## src/rtl/lb_pkg.sv

```systemverilog
package lb_pkg;

  typedef enum logic [2:0] {
    ST_IDLE,
    ST_POLL,
    ST_TAS_RD,
    ST_TAS_WR,
    ST_WAIT,
    ST_REL
  } lb_state_e;

  // Doubled wait length, saturated at the ceiling.
  function automatic int unsigned lb_next_backoff(input int unsigned cur,
                                                  input int unsigned cap);
    int unsigned dbl;
    dbl = cur << 1;
    return (dbl > cap) ? cap : dbl;
  endfunction

endpackage

```

## src/rtl/lb_arbiter.sv

```systemverilog
module lb_arbiter #(
  parameter int N = 4
) (
  input  logic         clk,
  input  logic         rst_n,
  input  logic [N-1:0] req,
  input  logic [N-1:0] lock,
  output logic [N-1:0] gnt,
  output logic         hold_act
);
  localparam int IW = (N > 1) ? $clog2(N) : 1;

  logic          hold_q;
  logic [IW-1:0] hold_id_q;
  logic [IW-1:0] rr_q;
  logic [IW-1:0] win;
  logic          found;
  logic [IW-1:0] gid;

  // First requester after the last winner, cyclically.
  always_comb begin
    found = 1'b0;
    win   = '0;
    for (int k = 1; k <= N; k++) begin
      int idx;
      idx = int'(rr_q) + k;
      if (idx >= N) idx = idx - N;
      if (!found && req[idx]) begin
        found = 1'b1;
        win   = IW'(idx);
      end
    end
  end

  assign hold_act = hold_q && lock[hold_id_q];
  assign gid      = hold_act ? hold_id_q : win;

  always_comb begin
    gnt = '0;
    if (hold_act) gnt[hold_id_q] = req[hold_id_q];
    else if (found) gnt[win] = 1'b1;
  end

  always_ff @(posedge clk) begin
    if (!rst_n) begin
      hold_q    <= 1'b0;
      hold_id_q <= '0;
      rr_q      <= IW'(N - 1);
    end else begin
      hold_q    <= (|gnt) && lock[gid];
      hold_id_q <= gid;
      if (!hold_act && found) rr_q <= win;
    end
  end
endmodule

```

## src/rtl/lb_acquirer.sv

```systemverilog
module lb_acquirer
  import lb_pkg::*;
#(
  parameter int AW       = 8,
  parameter int DW       = 8,
  parameter int MAX_WAIT = 64,
  localparam int BW      = $clog2(MAX_WAIT + 1)
) (
  input  logic          clk,
  input  logic          rst_n,
  input  logic          acq_req,
  input  logic          rel_req,
  input  logic [AW-1:0] lock_addr,
  input  logic          gnt,
  input  logic [DW-1:0] rdata,
  output logic          req,
  output logic          lock,
  output logic          we,
  output logic [DW-1:0] wdata,
  output logic [AW-1:0] addr,
  output logic          done,
  output logic [BW-1:0] backoff,
  output logic          attempt_fail
);
  lb_state_e     st_q;
  logic [AW-1:0] addr_q;
  logic [BW-1:0] delay_q;
  logic [BW-1:0] cnt_q;
  logic          old_q;
  logic          done_q;
  logic          seen_free;

  assign req   = (st_q == ST_POLL) || (st_q == ST_TAS_RD) ||
                 (st_q == ST_TAS_WR) || (st_q == ST_REL);
  assign lock  = (st_q == ST_TAS_RD) || (st_q == ST_TAS_WR);
  assign we    = (st_q == ST_TAS_WR) || (st_q == ST_REL);
  assign wdata = (st_q == ST_TAS_WR) ? DW'(1) : '0;
  assign addr  = addr_q;
  assign done  = done_q;
  assign backoff = delay_q;

  assign seen_free    = (rdata == '0);
  assign attempt_fail = gnt && (((st_q == ST_POLL) && !seen_free) ||
                                ((st_q == ST_TAS_WR) && old_q));

  always_ff @(posedge clk) begin
    if (!rst_n) begin
      st_q    <= ST_IDLE;
      addr_q  <= '0;
      delay_q <= BW'(1);
      cnt_q   <= '0;
      old_q   <= 1'b0;
      done_q  <= 1'b0;
    end else begin
      done_q <= 1'b0;
      if (attempt_fail) begin
        cnt_q   <= delay_q;
        delay_q <= BW'(lb_next_backoff(32'(delay_q), MAX_WAIT));
        st_q    <= ST_WAIT;
      end else begin
        case (st_q)
          ST_IDLE: begin
            if (acq_req) begin
              addr_q <= lock_addr;
              st_q   <= ST_POLL;
            end else if (rel_req) begin
              addr_q <= lock_addr;
              st_q   <= ST_REL;
            end
          end
          ST_POLL:   if (gnt) st_q <= ST_TAS_RD;
          ST_TAS_RD: if (gnt) begin
            old_q <= !seen_free;
            st_q  <= ST_TAS_WR;
          end
          ST_TAS_WR: if (gnt) begin
            delay_q <= BW'(1);
            done_q  <= 1'b1;
            st_q    <= ST_IDLE;
          end
          ST_WAIT: begin
            if (cnt_q <= BW'(1)) st_q <= ST_POLL;
            else cnt_q <= cnt_q - BW'(1);
          end
          ST_REL: if (gnt) begin
            done_q <= 1'b1;
            st_q   <= ST_IDLE;
          end
          default: st_q <= ST_IDLE;
        endcase
      end
    end
  end
endmodule

```

## src/rtl/lb_top.sv

```systemverilog
module lb_top #(
  parameter int N_MASTERS = 4,
  parameter int AW        = 8,
  parameter int DW        = 8,
  parameter int MAX_WAIT  = 64,
  localparam int BW       = $clog2(MAX_WAIT + 1)
) (
  input  logic                    clk,
  input  logic                    rst_n,
  input  logic [N_MASTERS-1:0]    acq_req,
  input  logic [N_MASTERS-1:0]    rel_req,
  input  logic [N_MASTERS*AW-1:0] lock_addr,
  output logic [N_MASTERS-1:0]    op_done,
  output logic [N_MASTERS-1:0]    bus_gnt,
  output logic                    bus_lock,
  output logic [AW-1:0]           mem_addr,
  output logic                    mem_we,
  output logic [DW-1:0]           mem_wdata,
  input  logic [DW-1:0]           mem_rdata
);
  logic [N_MASTERS-1:0]    req_vec;
  logic [N_MASTERS-1:0]    lock_vec;
  logic [N_MASTERS-1:0]    we_vec;
  logic [N_MASTERS-1:0]    fail_vec;
  logic [N_MASTERS*BW-1:0] backoff_flat;
  logic [AW-1:0]           addr_w  [N_MASTERS];
  logic [DW-1:0]           wdata_w [N_MASTERS];
  logic                    hold_act;

  lb_arbiter #(.N(N_MASTERS)) arb_i (
    .clk      (clk),
    .rst_n    (rst_n),
    .req      (req_vec),
    .lock     (lock_vec),
    .gnt      (bus_gnt),
    .hold_act (hold_act)
  );

  for (genvar i = 0; i < N_MASTERS; i++) begin : g_acq
    lb_acquirer #(.AW(AW), .DW(DW), .MAX_WAIT(MAX_WAIT)) acq_i (
      .clk          (clk),
      .rst_n        (rst_n),
      .acq_req      (acq_req[i]),
      .rel_req      (rel_req[i]),
      .lock_addr    (lock_addr[i*AW +: AW]),
      .gnt          (bus_gnt[i]),
      .rdata        (mem_rdata),
      .req          (req_vec[i]),
      .lock         (lock_vec[i]),
      .we           (we_vec[i]),
      .wdata        (wdata_w[i]),
      .addr         (addr_w[i]),
      .done         (op_done[i]),
      .backoff      (backoff_flat[i*BW +: BW]),
      .attempt_fail (fail_vec[i])
    );
  end

  always_comb begin
    mem_addr  = '0;
    mem_we    = 1'b0;
    mem_wdata = '0;
    for (int i = 0; i < N_MASTERS; i++) begin
      if (bus_gnt[i]) begin
        mem_addr  = addr_w[i];
        mem_we    = we_vec[i];
        mem_wdata = wdata_w[i];
      end
    end
  end

  assign bus_lock = |(bus_gnt & lock_vec);
endmodule

```

## config.mk

```make
export PLATFORM = sky130hd
export DESIGN_NAME = lb_top
export DESIGN_NICKNAME = d
export VERILOG_FILES = /design/src/rtl/lb_pkg.sv /design/src/rtl/lb_arbiter.sv /design/src/rtl/lb_acquirer.sv /design/src/rtl/lb_top.sv
export SDC_FILE = /design/constraint.sdc
export NUM_CORES = 1
export LEC_CHECK = 0
export ABC_AREA = 1
export BUFFER_PORTS_ARGS = -buffer_cell sky130_fd_sc_hd__buf_2
export CORE_UTILIZATION = 40
export CTS_CLUSTER_SIZE = 30
export DETAILED_ROUTE_END_ITERATION = 10
export PLACE_DENSITY_LB_ADDON = 0.12
export RECOVER_POWER = 50
export SYNTH_ARGS = -nofsm -noshare
export SYNTH_HDL_FRONTEND = slang
export SYNTH_SLANG_ARGS = --single-unit
```

## constraint.sdc

```tcl
create_clock -name clk -period 2.6 [get_ports clk]
set_input_delay 0.13 -clock clk [delete_from_list [all_inputs] [get_ports clk]]
set_output_delay 0.13 -clock clk [all_outputs]
set_load 0.01 [all_outputs]
```

==> results by group, run 1 <==
Clock network
  • H-Tree Level Count: 4
  • Num CTS Buffers: 17
  • TritonCTS clock tree: built
  • Clock transition at path regs: 50 ps
  • Clk sinks: 113
  • Clk buf depth: 2
  • Root Buffer: clkbuf_16
  • Skew-Pair Late Insertion Delay: 420 ps

Logic synthesis
  • Top cells by count, synth: 230 x nand2_1, 146 x nand3_1, 113 x dfxtp_1
  • Dominant cells by area after synthesis: dfxtp_1 35%, nand2_1 13%, nand3_1 11%, a21oi_1 6.5%, inv_1 4.6%
  • Post-synth EDFFs: 0
  • Syn Inst Count: 961
  • Yosys cell types: 40
  • Yosys top cell area share: 0.3520
  • Synth Register Bits: 113
  • Most frequent cell after synthesis: nand2_1
  • Ys async rst share: 0
  • Synth area leader: dfxtp_1
  • Top FF cell, synth: dfxtp_1
  • Yosys synthesis warning count: 0
  • Register area share after synthesis: 0.3520
  • Cell Area, Synth: 6427 um^2
  • Post-synthesis area per instance: 6.688 um^2

Detailed routing
  • Total wire length: 17,820 um
  • Final antenna-violating net count: 0
  • Routed len/inst: 13.78 um
  • DR pass1 iterations: 5
  • Vias: 6,547
  • Post-DR vias/cell: 5.063
  • # DRC: 0
  • Iteration-0 DRC Markers: 360

Timing
  • RSZ-0062 raised after global routing: yes
  • Fin. Hold Viols: 0
  • Max-slew headroom: 0.5155
  • Setup TNS: 0 ps
  • Clock Skew: 12.64 ps
  • FMAX: 386.6 MHz
  • Slew Viols, Final: 0
  • Final min period: 2586 ps
  • # setup viols final: 0
  • Slew @ Worst Pin: 721.9 ps
  • Final Cycle Share: 0.9948

Global routing
  • Vias in the first global route: 5,875
  • First-pass GRT wire length: 28,640 um
  • Total grt overflow: 0
  • Initial antenna violation count: 0
  • Largest net degree at the start of global routing: 40
  • All-layer global routing usage: 0.2206

Job
  • Max cap viols: 0

Cells and area
  • Fillers: 1,577
  • ANT cells: 0
  • Final core utilization: 0.5374
  • Layout cell share with drive strength beyond 1: 0.2246
  • Area Overhead vs Synth: 28.99%
  • Nets: 1,127

Floorplan
  • Full die area: 16,580 um^2
  • FP Rows: 45
  • Die Height: 128.8 um
  • Initial core utilization: 0.4166
  • Core area: 15,430 um^2
  • I/O pin cnt: 76
  • Die X: 128.8 um

Power and ir drop
  • Total Power: 12.26 mW
  • PwrDens: 1479 nW/um^2
  • P_leak: 3.665 nW
  • Peak VDD IR: 735.8 uV

Worst hold path
  • Hold WC Path Type: input port to flop
  • Hold_sp: lock_addr[1]

Setup path
  • WP data required: 2470 ps
  • CP Capture Type: primary output
  • Critical setup path kind: flop to primary output
  • CP max FO: 6
  • Worst setup SP type: flop
  • Crit path from: g_acq[2].acq_i.st_q[1]$_SDFFE_PP0P_
  • RR Startpoint: g_acq[2].acq_i.st_q[1]$_SDFFE_PP0P_
  • Worst endpoint data arrival time: 2460 ps

Placement
  • Port bufs: 68
  • Dpl hpwl: 12,430 um
  • GPL Wtd Cong: 0.8476

Run status
  • Outcome: finished clean
## timing repair
action	CTS	global route
endpoints found under the hold margin	27	0
endpoints found under the setup margin	12	13
hold buffers	27	0
setup buffers	3	9
resized for setup	30	45
pin swaps	4	11
cloned	2	2
## cells in the final DEF, fill, tap and decap left out, drive strengths merged
cell type	count
nand2	253
nand3	151
dfxtp	113
inv	97
buf	93
a21oi	90
nor2	70
o21ai	41
nand4	33
dlygate4sd3	27
clkbuf	26
nor3	15
xor2	13
or2	9
ha	8
conb	7
xnor2	7
clkinv	6
clkinvlp	5
bufinv	4
o21bai	3
or4	3
o22ai	2
o31ai	2
o2111ai	2
nor2b	1
bufbuf	1
## sequential cells by signal, indices dropped and copies added, names as in the netlist
name                 count
g_acq.acq_i.backoff     28
g_acq.acq_i.addr        32
g_acq.acq_i.done         4
g_acq.acq_i.old_q        4
g_acq.acq_i.cnt_q       28
arb_i.rr_q               2
arb_i.hold_id_q          2
arb_i.hold_q             1
g_acq.acq_i.st_q        12
## report_power, final
part           leakage (nW)  total [mW]  switching, mW  internal [mW]
clock                 0.292        2.49          0.877           1.61
sequential            0.927        2.60          0.418           2.19
combinational          2.45        7.17           4.33           2.85
## through the flow
step                      worst slack [ps]  hold slack, ps  cells  instance area [um^2]
after detailed placement             205.5           405.8   1218                  6965
after global placement               207.2           406.0   1218                  6965
after CTS                           -5.789           4.310   1282                  8010
final                                13.63           8.765   1293                  8290
after global routing                -122.5           13.34   1293                  8290
after floorplan                      647.4           297.1    967                  6450
## final cells by class
| cell class | count | area, um^2 | share of cell area |
|---|---|---|---|
| clock buffer | 17 | 425.4 | 0.05131 |
| sequential | 113 | 2300 | 0.2774 |
| clock inverter | 15 | 210.2 | 0.02535 |
| timing repair buffer | 130 | 977.2 | 0.1179 |
| tap | 211 | 264.0 | 0.03184 |
| multi-input combinational | 710 | 3740 | 0.4511 |
| inverter | 97 | 374.1 | 0.04513 |
## final timing paths
kind	to	slack [ps]	cells past startpoint
worst max-delay path	mem_addr[1]	10	12
worst max register to register	g_acq[1].acq_i.cnt_q[2]$_SDFFE_PN0P_	180	15
worst min register to register	g_acq[0].acq_i.addr[4]$_SDFFE_PN0P_	450	2
worst min-delay path	g_acq[0].acq_i.addr[1]$_SDFFE_PN0P_	9	3
## cell families (layout without fill, tap and decap cells)
family / Yosys count / count (layout) / share of synthesized area
AOI/OAI and AO/OA: 140 / 140 / 0.1189
xor gates and xnor gates: 20 / 20 / 0.02842
adders and majority gates: 8 / 8 / 0.01557
buffers and inverters: 145 / 259 / 0.1020
DFF: 113 / 113 / 0.3520
other: 1 / 7 / 0.0005834
and+or+nand+nor: 534 / 535 / 0.3825
## critical path: stages, from the launching register on
cell     delay (ps)
dfxtp_4         370
inv_2            80
nand2_2          90
nand3_2         100
nand2_2          80
o21ai_4         200
nand4_1         200
a21oi_1         230
nand2_2         140
nand2_2         190
nand2_1          90
nand4_1         110
buf_2           150
## metal layers
metal / GRT usage / share of wire / vias up
li1: - / - / 3389
met5: 0 / 0 / -
met3: 0.03992 / 0.044 / 15
met2: 0.3514 / 0.45 / 180
met1: 0.2994 / 0.49 / 2963
met4: 0.07543 / 0.012 / 0
(Power assumes the default switching activity.)
==> inputs of run 2 (changes only) <==
--- a/config.mk
+++ b/config.mk
@@ -5,7 +5,6 @@
 export SDC_FILE = /design/constraint.sdc
 export NUM_CORES = 1
 export LEC_CHECK = 0
-export ABC_AREA = 1
 export BUFFER_PORTS_ARGS = -buffer_cell sky130_fd_sc_hd__buf_2
 export CORE_UTILIZATION = 40
 export CTS_CLUSTER_SIZE = 30
==> run 2 against run 1 <==
  * The flow now finishes with violations (negative setup slack)
  * Combinational power is 39% lower
  * Maximum frequency down 5.0%
  * Sequential power decreased by 7%
  * Synthesized cell count fell by 29%
  * Non-clock buffer count increased by 39
  * Clock-buffer cell count stayed put
  * Power decreased by 26%
  * Worst setup slack got worse by 140 ps
  * Register-to-register slack got worse by 270 ps
  * Cell count is 21% lower
==> results by group, run 2 <==
Logic synthesis
  • Synth Area in Compound Gates: 0.2193 (was 0.1189)
  • Ys async rst share: 0 (unchanged)
  • Post-Synth Adder-Cell Area: 0.01701 (was 0.01557)
  • Yosys synthesis warning count: 0 (unchanged)
  • Synth Register Bits: 113 (unchanged)
  • Simple-gate portion of the synthesized area: 0.2382 (was 0.3825)
  • Syn Inst Count: 682 (was 961)
  • Post-synthesis area per instance: 8.626 um^2 (was 6.688 um^2)
  • Largest family of logic cells by synthesized area: simple AND/OR/NAND/NOR gates (unchanged)
  • Most frequent cell after synthesis: dfxtp_1 (was nand2_1)
  • Synth area leader: dfxtp_1 (unchanged)
  • Top cells by count, synth: 113 x dfxtp_1, 84 x nor2_1, 58 x nand2_1 (was 230 x nand2_1, 146 x nand3_1, 113 x dfxtp_1)
  • Cell Area, Synth: 5883 um^2 (was 6427 um^2)
  • Yosys cell types: 72 (was 40)
  • Post-synth EDFFs: 0 (unchanged)
  • Top FF cell, synth: dfxtp_1 (unchanged)
  • Yosys top cell area share: 0.3845 (was 0.3520)
  • Register area share after synthesis: 0.3845 (was 0.3520)
  • XOR/XNOR Fraction of Synth Area: 0.01191 (was 0.02842)
  • Dominant cells by area after synthesis: dfxtp_1 38%, mux2i_1 6.5%, nor2_1 5.4%, a21oi_1 3.7%, nand2_1 3.7% (was dfxtp_1 35%, nand2_1 13%, nand3_1 11%, a21oi_1 6.5%, inv_1 4.6%)
  • Mux share of post-synthesis cell area: 0.06848 (was 0)

Setup path
  • WP buf/inv: 5 (was 2)
  • Critical path's top delay family: simple AND/OR/NAND/NOR gates (unchanged)
  • Crit-path max cell delay: 460 ps (was 370 ps)
  • Crit-path slowest cell: or4_1 (was dfxtp_4)
  • Critical setup path kind: flop to primary output (unchanged)
  • CP max FO: 12 (was 6)
  • Critical path destination: mem_we (was mem_addr[1])
  • Worst setup SP type: flop (unchanged)
  • Cell count along the critical path: 11 (was 12)
  • Crit-path cells: clkbuf_1 -> nor2_1 -> or4_1 -> o311ai_2 -> buf_4 -> a31oi_4 -> inv_8 -> buf_6 -> nand3_2 -> nand4_1 -> buf_2 (was inv_2 -> nand2_2 -> nand3_2 -> nand2_2 -> o21ai_4 -> nand4_1 -> a21oi_1 -> nand2_2 -> nand2_2 -> nand2_1 -> nand4_1 -> buf_2)
  • WP data required: 2470 ps (about the same)
  • R2R depth: 10 (was 15)
  • CP Capture Type: primary output (unchanged)
  • Crit path from: g_acq[1].acq_i.st_q[1]$_SDFFE_PP0P_ (was g_acq[2].acq_i.st_q[1]$_SDFFE_PP0P_)
  • R2R setup slack: -90 ps (was 180 ps)
  • RR Startpoint: g_acq[1].acq_i.st_q[1]$_SDFFE_PP0P_ (was g_acq[2].acq_i.st_q[1]$_SDFFE_PP0P_)
  • Worst r2r dst: g_acq[1].acq_i.backoff[5]$_SDFFE_PN0P_ (was g_acq[1].acq_i.cnt_q[2]$_SDFFE_PN0P_)
  • Worst endpoint data arrival time: 2590 ps (was 2460 ps)

Floorplan
  • Die Height: 123.3 um (was 128.8 um)
  • I/O pin cnt: 76 (unchanged)
  • Core area: 14,100 um^2 (was 15,430 um^2)
  • Die X: 123.3 um (was 128.8 um)
  • Initial core utilization: 0.4174 (was 0.4166)
  • FP Rows: 43 (was 45)
  • Full die area: 15,200 um^2 (was 16,580 um^2)

Timing
  • # setup viols final: 16 (was 0)
  • Setup TNS: -1444 ps (was 0 ps)
  • Slew Viols, Final: 0 (unchanged)
  • Clock Skew: 8.717 ps (was 12.64 ps)
  • FMAX: 367.4 MHz (was 386.6 MHz)
  • Final Cycle Share: 1.047 (was 0.9948)
  • RSZ-0062 raised after global routing: yes (unchanged)
  • Max-slew headroom: 0.4762 (was 0.5155)
  • Slew @ Worst Pin: 779.7 ps (was 721.9 ps)
  • Final min period: 2722 ps (was 2586 ps)
  • Setup ws final: -122.0 ps (was 13.63 ps)
  • Fin. Hold Viols: 0 (unchanged)

Detailed routing
  • Iteration-0 DRC Markers: 504 (was 360)
  • WL met2: 8109 um (was 8104 um)
  • Post-DR vias/cell: 5.562 (was 5.063)
  • Total wire length: 16,780 um (was 17,820 um)
  • DR pass1 iterations: 8 (was 5)
  • DR top layer: met4 (unchanged)
  • DR WL met3: 658 um (was 776 um)
  • Vias: 5,662 (was 6,547)
  • Final antenna-violating net count: 0 (unchanged)
  • M1 WL: 7770 um (was 8724 um)
  • # DRC: 0 (unchanged)
  • Routed len/inst: 16.49 um (was 13.78 um)

Global routing
  • All-layer global routing usage: 0.2241 (was 0.2206)
  • First-pass GRT wire length: 26,340 um (was 28,640 um)
  • Initial antenna violation count: 0 (unchanged)
  • Total grt overflow: 0 (unchanged)
  • Vias in the first global route: 5,260 (was 5,875)
  • Largest net degree at the start of global routing: 45 (was 40)

Clock network
  • Skew-Pair Late Insertion Delay: 420 ps (about the same)
  • Clk sinks: 113 (unchanged)
  • Clk buf depth: 2 (unchanged)
  • Root Buffer: clkbuf_16 (unchanged)
  • Num CTS Buffers: 17 (unchanged)
  • TritonCTS clock tree: built (unchanged)
  • Clock transition at path regs: 60 ps (was 50 ps)
  • H-Tree Level Count: 4 (unchanged)

Cells and area
  • Max reg flops: 32 (unchanged)
  • Area Overhead vs Synth: 33.07% (was 28.99%)
  • Most frequent cells in the layout: 104 x dfxtp_1, 80 x nor2_1, 62 x buf_2 (was 216 x nand2_1, 135 x nand3_1, 99 x dfxtp_1)
  • Final non-filler cell area: 7829 um^2 (was 8290 um^2)
  • Nets: 883 (was 1,127)
  • Layout cell share with drive strength beyond 1: 0.2780 (was 0.2246)
  • Sequential Area: 2286 um^2 (was 2300 um^2)
  • Fillers: 1,322 (was 1,577)
  • Multi-input logic area: 3441 um^2 (was 3740 um^2)
  • Most common cell after layout, fill and taps aside: dfxtp_1 (was nand2_1)
  • ANT cells: 0 (unchanged)

Power and ir drop
  • Clock network power share: 0.251 (was 0.203)
  • PwrDens: 1154 nW/um^2 (was 1479 nW/um^2)
  • Switch share: 0.4047 (was 0.4584)
  • Switch Pwr: 3.655 mW (was 5.622 mW)
  • Peak VDD IR: 560.4 uV (was 735.8 uV)
  • Sequential power share: 0.269 (was 0.212)
  • P_leak: 3.222 nW (was 3.665 nW)
  • Total Power: 9.033 mW (was 12.26 mW)
  • Logic pwr share: 0.480 (was 0.585)
  • Int Pwr: 5.377 mW (was 6.642 mW)

Run status
  • Outcome: finished with violations (was finished clean)
  • Failing checks: negative setup slack

Placement
  • Worst slack at placement: 154.7 ps (was 205.5 ps)
  • Port bufs: 68 (unchanged)
  • Area post-placement: 6456 um^2 (was 6965 um^2)
  • Dpl hpwl: 11,020 um (was 12,430 um)
  • GPL Wtd Cong: 0.8782 (was 0.8476)

Job
  • Max cap viols: 0 (unchanged)

Worst hold path
  • Hold WC Path Type: input port to flop (unchanged)
==> run 2: how the worst min path moves through the flow <==
| stage | start | end | slack (ps) | cells past startpoint |
|---|---|---|---|---|
| 4_1_cts | acq_req[2] | g_acq[2].acq_i.st_q[2]$_SDFFE_PN0P_ | 80 | 4 |
| 3_3_place_gp | lock_addr[27] | g_acq[3].acq_i.addr[3]$_SDFFE_PN0P_ | 370 | 3 |
| 5_1_grt | rel_req[3] | g_acq[3].acq_i.st_q[2]$_SDFFE_PN0P_ | 100 | 3 |
| 6_report | acq_req[2] | g_acq[2].acq_i.st_q[2]$_SDFFE_PN0P_ | 90 | 4 |
| 2_1_floorplan | lock_addr[16] | g_acq[2].acq_i.addr[0]$_SDFFE_PN0P_ | 280 | 2 |
| 3_5_place_dp | lock_addr[29] | g_acq[3].acq_i.addr[5]$_SDFFE_PN0P_ | 370 | 3 |
==> run 2: layout make-up <==
type	count	share of cell area
multi-input cells	505	0.4395
inverters	18	0.009909
repair inverters	1	0.0007991
well taps	180	0.02877
flip-flops and latches	113	0.2920
clock buffers	17	0.05434
repair buffers	169	0.1557
clock inverters	15	0.01902
==> run 2: worst reg2reg max path, cell delays in order, from the launching register on <==
cell	delay, ps
dfxtp_4	380
clkbuf_1	180
nor2_1	110
or4_1	460
o311ai_2	100
buf_4	180
a31oi_4	130
buf_6	150
buf_6	110
or4_4	550
a32o_1	240
==> run 2: routing by layer <==
| metal | global-route usage | vias up |
|---|---|---|
| met3 | 0.04797 | 17 |
| met5 | 0 | - |
| li1 | - | 2776 |
| met1 | 0.2954 | 2727 |
| met2 | 0.3628 | 142 |
| met4 | 0.07304 | 0 |
==> run 2: kinds of logic after synthesis <==
family / after synthesis
XOR/XNOR: 8
AND/OR/NAND/NOR: 279
AO/OA/AOI/OAI: 164
other: 1
buffers and inverters: 70
multiplexers: 39
adder cells (fa/ha/maj): 8
flip-flops: 113
==> run 2: metrics by stage <==
stage | utilization | hold WS, ps | std cells
floorplan | - | 277.1 | 688
global placement | 0.4580 | 365.4 | 917
detailed placement | 0.4580 | 370.8 | 917
CTS | 0.5431 | 77.88 | 1000
global route | 0.5554 | 99.19 | 1018
finish | 0.5554 | 91.85 | 1018
==> run 2: power groups by stage <==
stage	clock (mW)	combinational [mW]	sequential (mW)
after floorplan	0	2.62	2.32
after global placement	0	3.44	2.42
after detailed placement	0	3.48	2.43
after CTS	2.31	3.99	2.42
after global routing	2.39	4.69	2.48
final	2.26	4.34	2.43
==> run 2: what timing repair did <==
item | 4_1_cts | 5_1_grt
buffers inserted | 18 | 18
gates cloned | 1 | 1
endpoints found under the setup margin | 12 | 23
hold endpoints to repair | 32 | 0
pin swaps | 20 | 16
gates resized for setup | 50 | 28
hold buffers | 32 | 0
==> inputs of run 3 (changes only) <==
--- a/config.mk
+++ b/config.mk
@@ -9,7 +9,7 @@
 export CORE_UTILIZATION = 40
 export CTS_CLUSTER_SIZE = 30
 export DETAILED_ROUTE_END_ITERATION = 10
-export PLACE_DENSITY_LB_ADDON = 0.12
+export PLACE_DENSITY = 0.63
 export RECOVER_POWER = 50
 export SYNTH_ARGS = -nofsm -noshare
 export SYNTH_HDL_FRONTEND = slang
==> run 3 against run 2 <==
  * The flow still finishes with violations (negative setup slack)
  * First-iteration DRC count is 1.6% lower
  * Global-route usage increased by 0.47 points
  * Via count grew 0.62%
  * Hold slack improved by 15 ps
  * Power up 1.2%
  * Clock skew hardly changed
  * Clock power increased by 3%
  * Worst setup slack better by 19 ps
  * Register-to-register slack gained 30 ps
  * Final area shrank 0.27%
  * Cell count down 0.49%
==> results by group, run 3 (synthesis gave the netlist of run 2 again) <==
Worst hold path
  • Worst Hold End: g_acq[3].acq_i.st_q[2]$_SDFFE_PN0P_ (was g_acq[2].acq_i.st_q[2]$_SDFFE_PN0P_)
  • WHS Path Cells: 3 (was 4)
  • Hold WC Path Type: input port to flop (unchanged)
  • Hold_sp: rel_req[3] (was acq_req[2])

Detailed routing
  • Routed len/inst: 16.62 um (was 16.49 um)
  • # DRC: 0 (unchanged)
  • Iteration-0 DRC Markers: 496 (was 504)
  • Post-DR vias/cell: 5.624 (was 5.562)
  • Total wire length: 16,840 um (was 16,780 um)
  • DR pass1 iterations: 7 (was 8)
  • Vias: 5,697 (was 5,662)
  • Final antenna-violating net count: 0 (unchanged)

Cells and area
  • Most frequent cells in the layout: 103 x dfxtp_1, 79 x nor2_1, 63 x buf_2 (was 104 x dfxtp_1, 80 x nor2_1, 62 x buf_2)
  • Final non-filler cell area: 7807 um^2 (was 7829 um^2)
  • ANT cells: 0 (unchanged)
  • Area Overhead vs Synth: 32.71% (was 33.07%)
  • Final core utilization: 0.5539 (was 0.5554)
  • Nets: 878 (was 883)
  • Layout cell share with drive strength beyond 1: 0.2737 (was 0.2780)
  • Max reg flops: 32 (unchanged)
  • Most common cell after layout, fill and taps aside: dfxtp_1 (unchanged)

Timing
  • Max-slew headroom: 0.4358 (was 0.4762)
  • Fin. Hold Viols: 0 (unchanged)
  • RSZ-0062 raised after global routing: yes (unchanged)
  • Slew Viols, Final: 0 (unchanged)
  • FMAX: 369.9 MHz (was 367.4 MHz)
  • Slew @ Worst Pin: 845.1 ps (was 779.7 ps)
  • Clock Skew: 8.396 ps (was 8.717 ps)
  • Final min period: 2703 ps (was 2722 ps)
  • Final Cycle Share: 1.040 (was 1.047)
  • Setup ws final: -103.1 ps (was -122.0 ps)
  • Worst hold slack: 107.1 ps (was 91.85 ps)
  • # setup viols final: 15 (was 16)

Run status
  • Outcome: finished with violations (unchanged)
  • Failing checks: negative setup slack (unchanged)

Placement
  • Area post-placement: 6449 um^2 (was 6456 um^2)
  • Dpl hpwl: 11,000 um (was 11,020 um)
  • GPL Wtd Cong: 0.9185 (was 0.8782)
  • Port bufs: 68 (unchanged)
  • Worst slack at placement: 103.4 ps (was 154.7 ps)

Power and ir drop
  • PwrDens: 1171 nW/um^2 (was 1154 nW/um^2)
  • Peak VDD IR: 697.4 uV (was 560.4 uV)
  • P_leak: 3.207 nW (was 3.222 nW)
  • Total Power: 9.143 mW (was 9.033 mW)

Clock network
  • Clk buf depth: 2 (unchanged)
  • Root Buffer: clkbuf_16 (unchanged)
  • Num CTS Buffers: 17 (unchanged)
  • H-Tree Level Count: 4 (unchanged)
  • TritonCTS clock tree: built (unchanged)
  • Skew-Pair Late Insertion Delay: 420 ps (about the same)
  • Clock transition at path regs: 50 ps (was 60 ps)
  • Clk sinks: 113 (unchanged)

Setup path
  • RR Startpoint: g_acq[0].acq_i.st_q[1]$_SDFFE_PP0P_ (was g_acq[1].acq_i.st_q[1]$_SDFFE_PP0P_)
  • Worst setup SP type: flop (unchanged)
  • Critical setup path kind: flop to primary output (unchanged)
  • Crit-path max cell delay: 500 ps (was 460 ps)
  • R2R setup slack: -60 ps (was -90 ps)
  • Worst endpoint data arrival time: 2570 ps (was 2590 ps)
  • Crit-path cells: nand2b_4 -> mux4_2 -> nor2b_4 -> buf_6 -> o31ai_4 -> buf_6 -> a222oi_1 -> nand2_1 -> buf_2 (was clkbuf_1 -> nor2_1 -> or4_1 -> o311ai_2 -> buf_4 -> a31oi_4 -> inv_8 -> buf_6 -> nand3_2 -> nand4_1 -> buf_2)
  • CP Capture Type: primary output (unchanged)
  • WP data required: 2470 ps (about the same)
  • R2R depth: 10 (unchanged)
  • Worst r2r dst: g_acq[1].acq_i.backoff[3]$_SDFFE_PN0P_ (was g_acq[1].acq_i.backoff[5]$_SDFFE_PN0P_)
  • Crit-path slowest cell: mux4_2 (was or4_1)
  • Most Frequent Cell on Critical Path: buf_6
  • WP buf/inv: 3 (was 5)
  • CP max FO: 6 (was 12)
  • Critical path's top delay family: multiplexers (was simple AND/OR/NAND/NOR gates)

Global routing
  • Largest net degree at the start of global routing: 40 (was 45)
  • Vias in the first global route: 5,486 (was 5,260)
  • All-layer global routing usage: 0.2288 (was 0.2241)
  • Total grt overflow: 0 (unchanged)
  • Initial antenna violation count: 0 (unchanged)
  • First-pass GRT wire length: 26,930 um (was 26,340 um)

Job
  • Max cap viols: 0 (unchanged)

Floorplan
  • Die X: 123.3 um (unchanged)
  • Die Height: 123.3 um (unchanged)
  • I/O pin cnt: 76 (unchanged)
  • Full die area: 15,200 um^2 (unchanged)
  • FP Rows: 43 (unchanged)
  • Initial core utilization: 0.4174 (unchanged)
  • Core area: 14,100 um^2 (unchanged)
## run 3: how the worst max path moves through the flow
stage	from	endpoint	slack [ps]	cells after the start
after floorplan	g_acq[2].acq_i.st_q[2]$_SDFFE_PN0P_	mem_addr[2]	270	10
after global placement	g_acq[3].acq_i.st_q[1]$_SDFFE_PP0P_	g_acq[1].acq_i.backoff[1]$_SDFFE_PN0P_	180	7
after detailed placement	g_acq[3].acq_i.st_q[1]$_SDFFE_PP0P_	g_acq[3].acq_i.st_q[1]$_SDFFE_PP0P_	100	8
after CTS	g_acq[2].acq_i.st_q[2]$_SDFFE_PN0P_	mem_addr[0]	-60	9
after global routing	g_acq[2].acq_i.st_q[2]$_SDFFE_PN0P_	mem_addr[1]	-180	9
final	g_acq[3].acq_i.st_q[2]$_SDFFE_PN0P_	mem_addr[0]	-100	9
## run 3: where the power goes
part | switching [mW] | internal [mW] | total [mW] | leakage (nW)
Sequential | 0.335 | 2.10 | 2.43 | 0.926
Combinational | 2.45 | 1.93 | 4.38 | 1.99
Clock | 0.883 | 1.45 | 2.33 | 0.288
Total | 3.67 | 5.48 | 9.14 | 3.21
## run 3: per-layer routing
layer / up-vias / global-route usage / part of all wire
met5: - / 0 / 0
met4: 0 / 0.09187 / 0.021
met3: 28 / 0.05166 / 0.049
met2: 178 / 0.3767 / 0.49
met1: 2729 / 0.2884 / 0.44
li1: 2762 / - / -
## run 3: cell type report
cell class | count | area (um^2)
clock buffer | 18 | 439.2
clock inverter | 14 | 155.1
fill | 1267 | 6289
inverter | 18 | 77.57
multi-input combinational | 505 | 3436
sequential | 113 | 2285
tap | 180 | 225.2
timing repair buffer | 163 | 1177
timing repair inverter | 2 | 12.51
## run 3: what timing repair did
action                     4_1_cts  5_1_grt
setup endpoints to repair       12       31
setup buffers                   16       14
hold endpoints to repair        32        0
pin swaps                       17       19
cloned                           2        1
resized for setup               38       33
hold buffers                    32        0
## run 3: worst min-delay path: stages
cell and delay [ps]:
buf_2 110, a21oi_1 60, a31oi_1 180
## run 3: through the flow
| stage | TNS [ps] | cells |
|---|---|---|
| finish | -971.3 | 1013 |
| global route | -2098 | 1013 |
| CTS | -586.0 | 998 |
| detailed placement | 0 | 916 |
| global placement | 0 | 916 |
| floorplan | 0 | 688 |
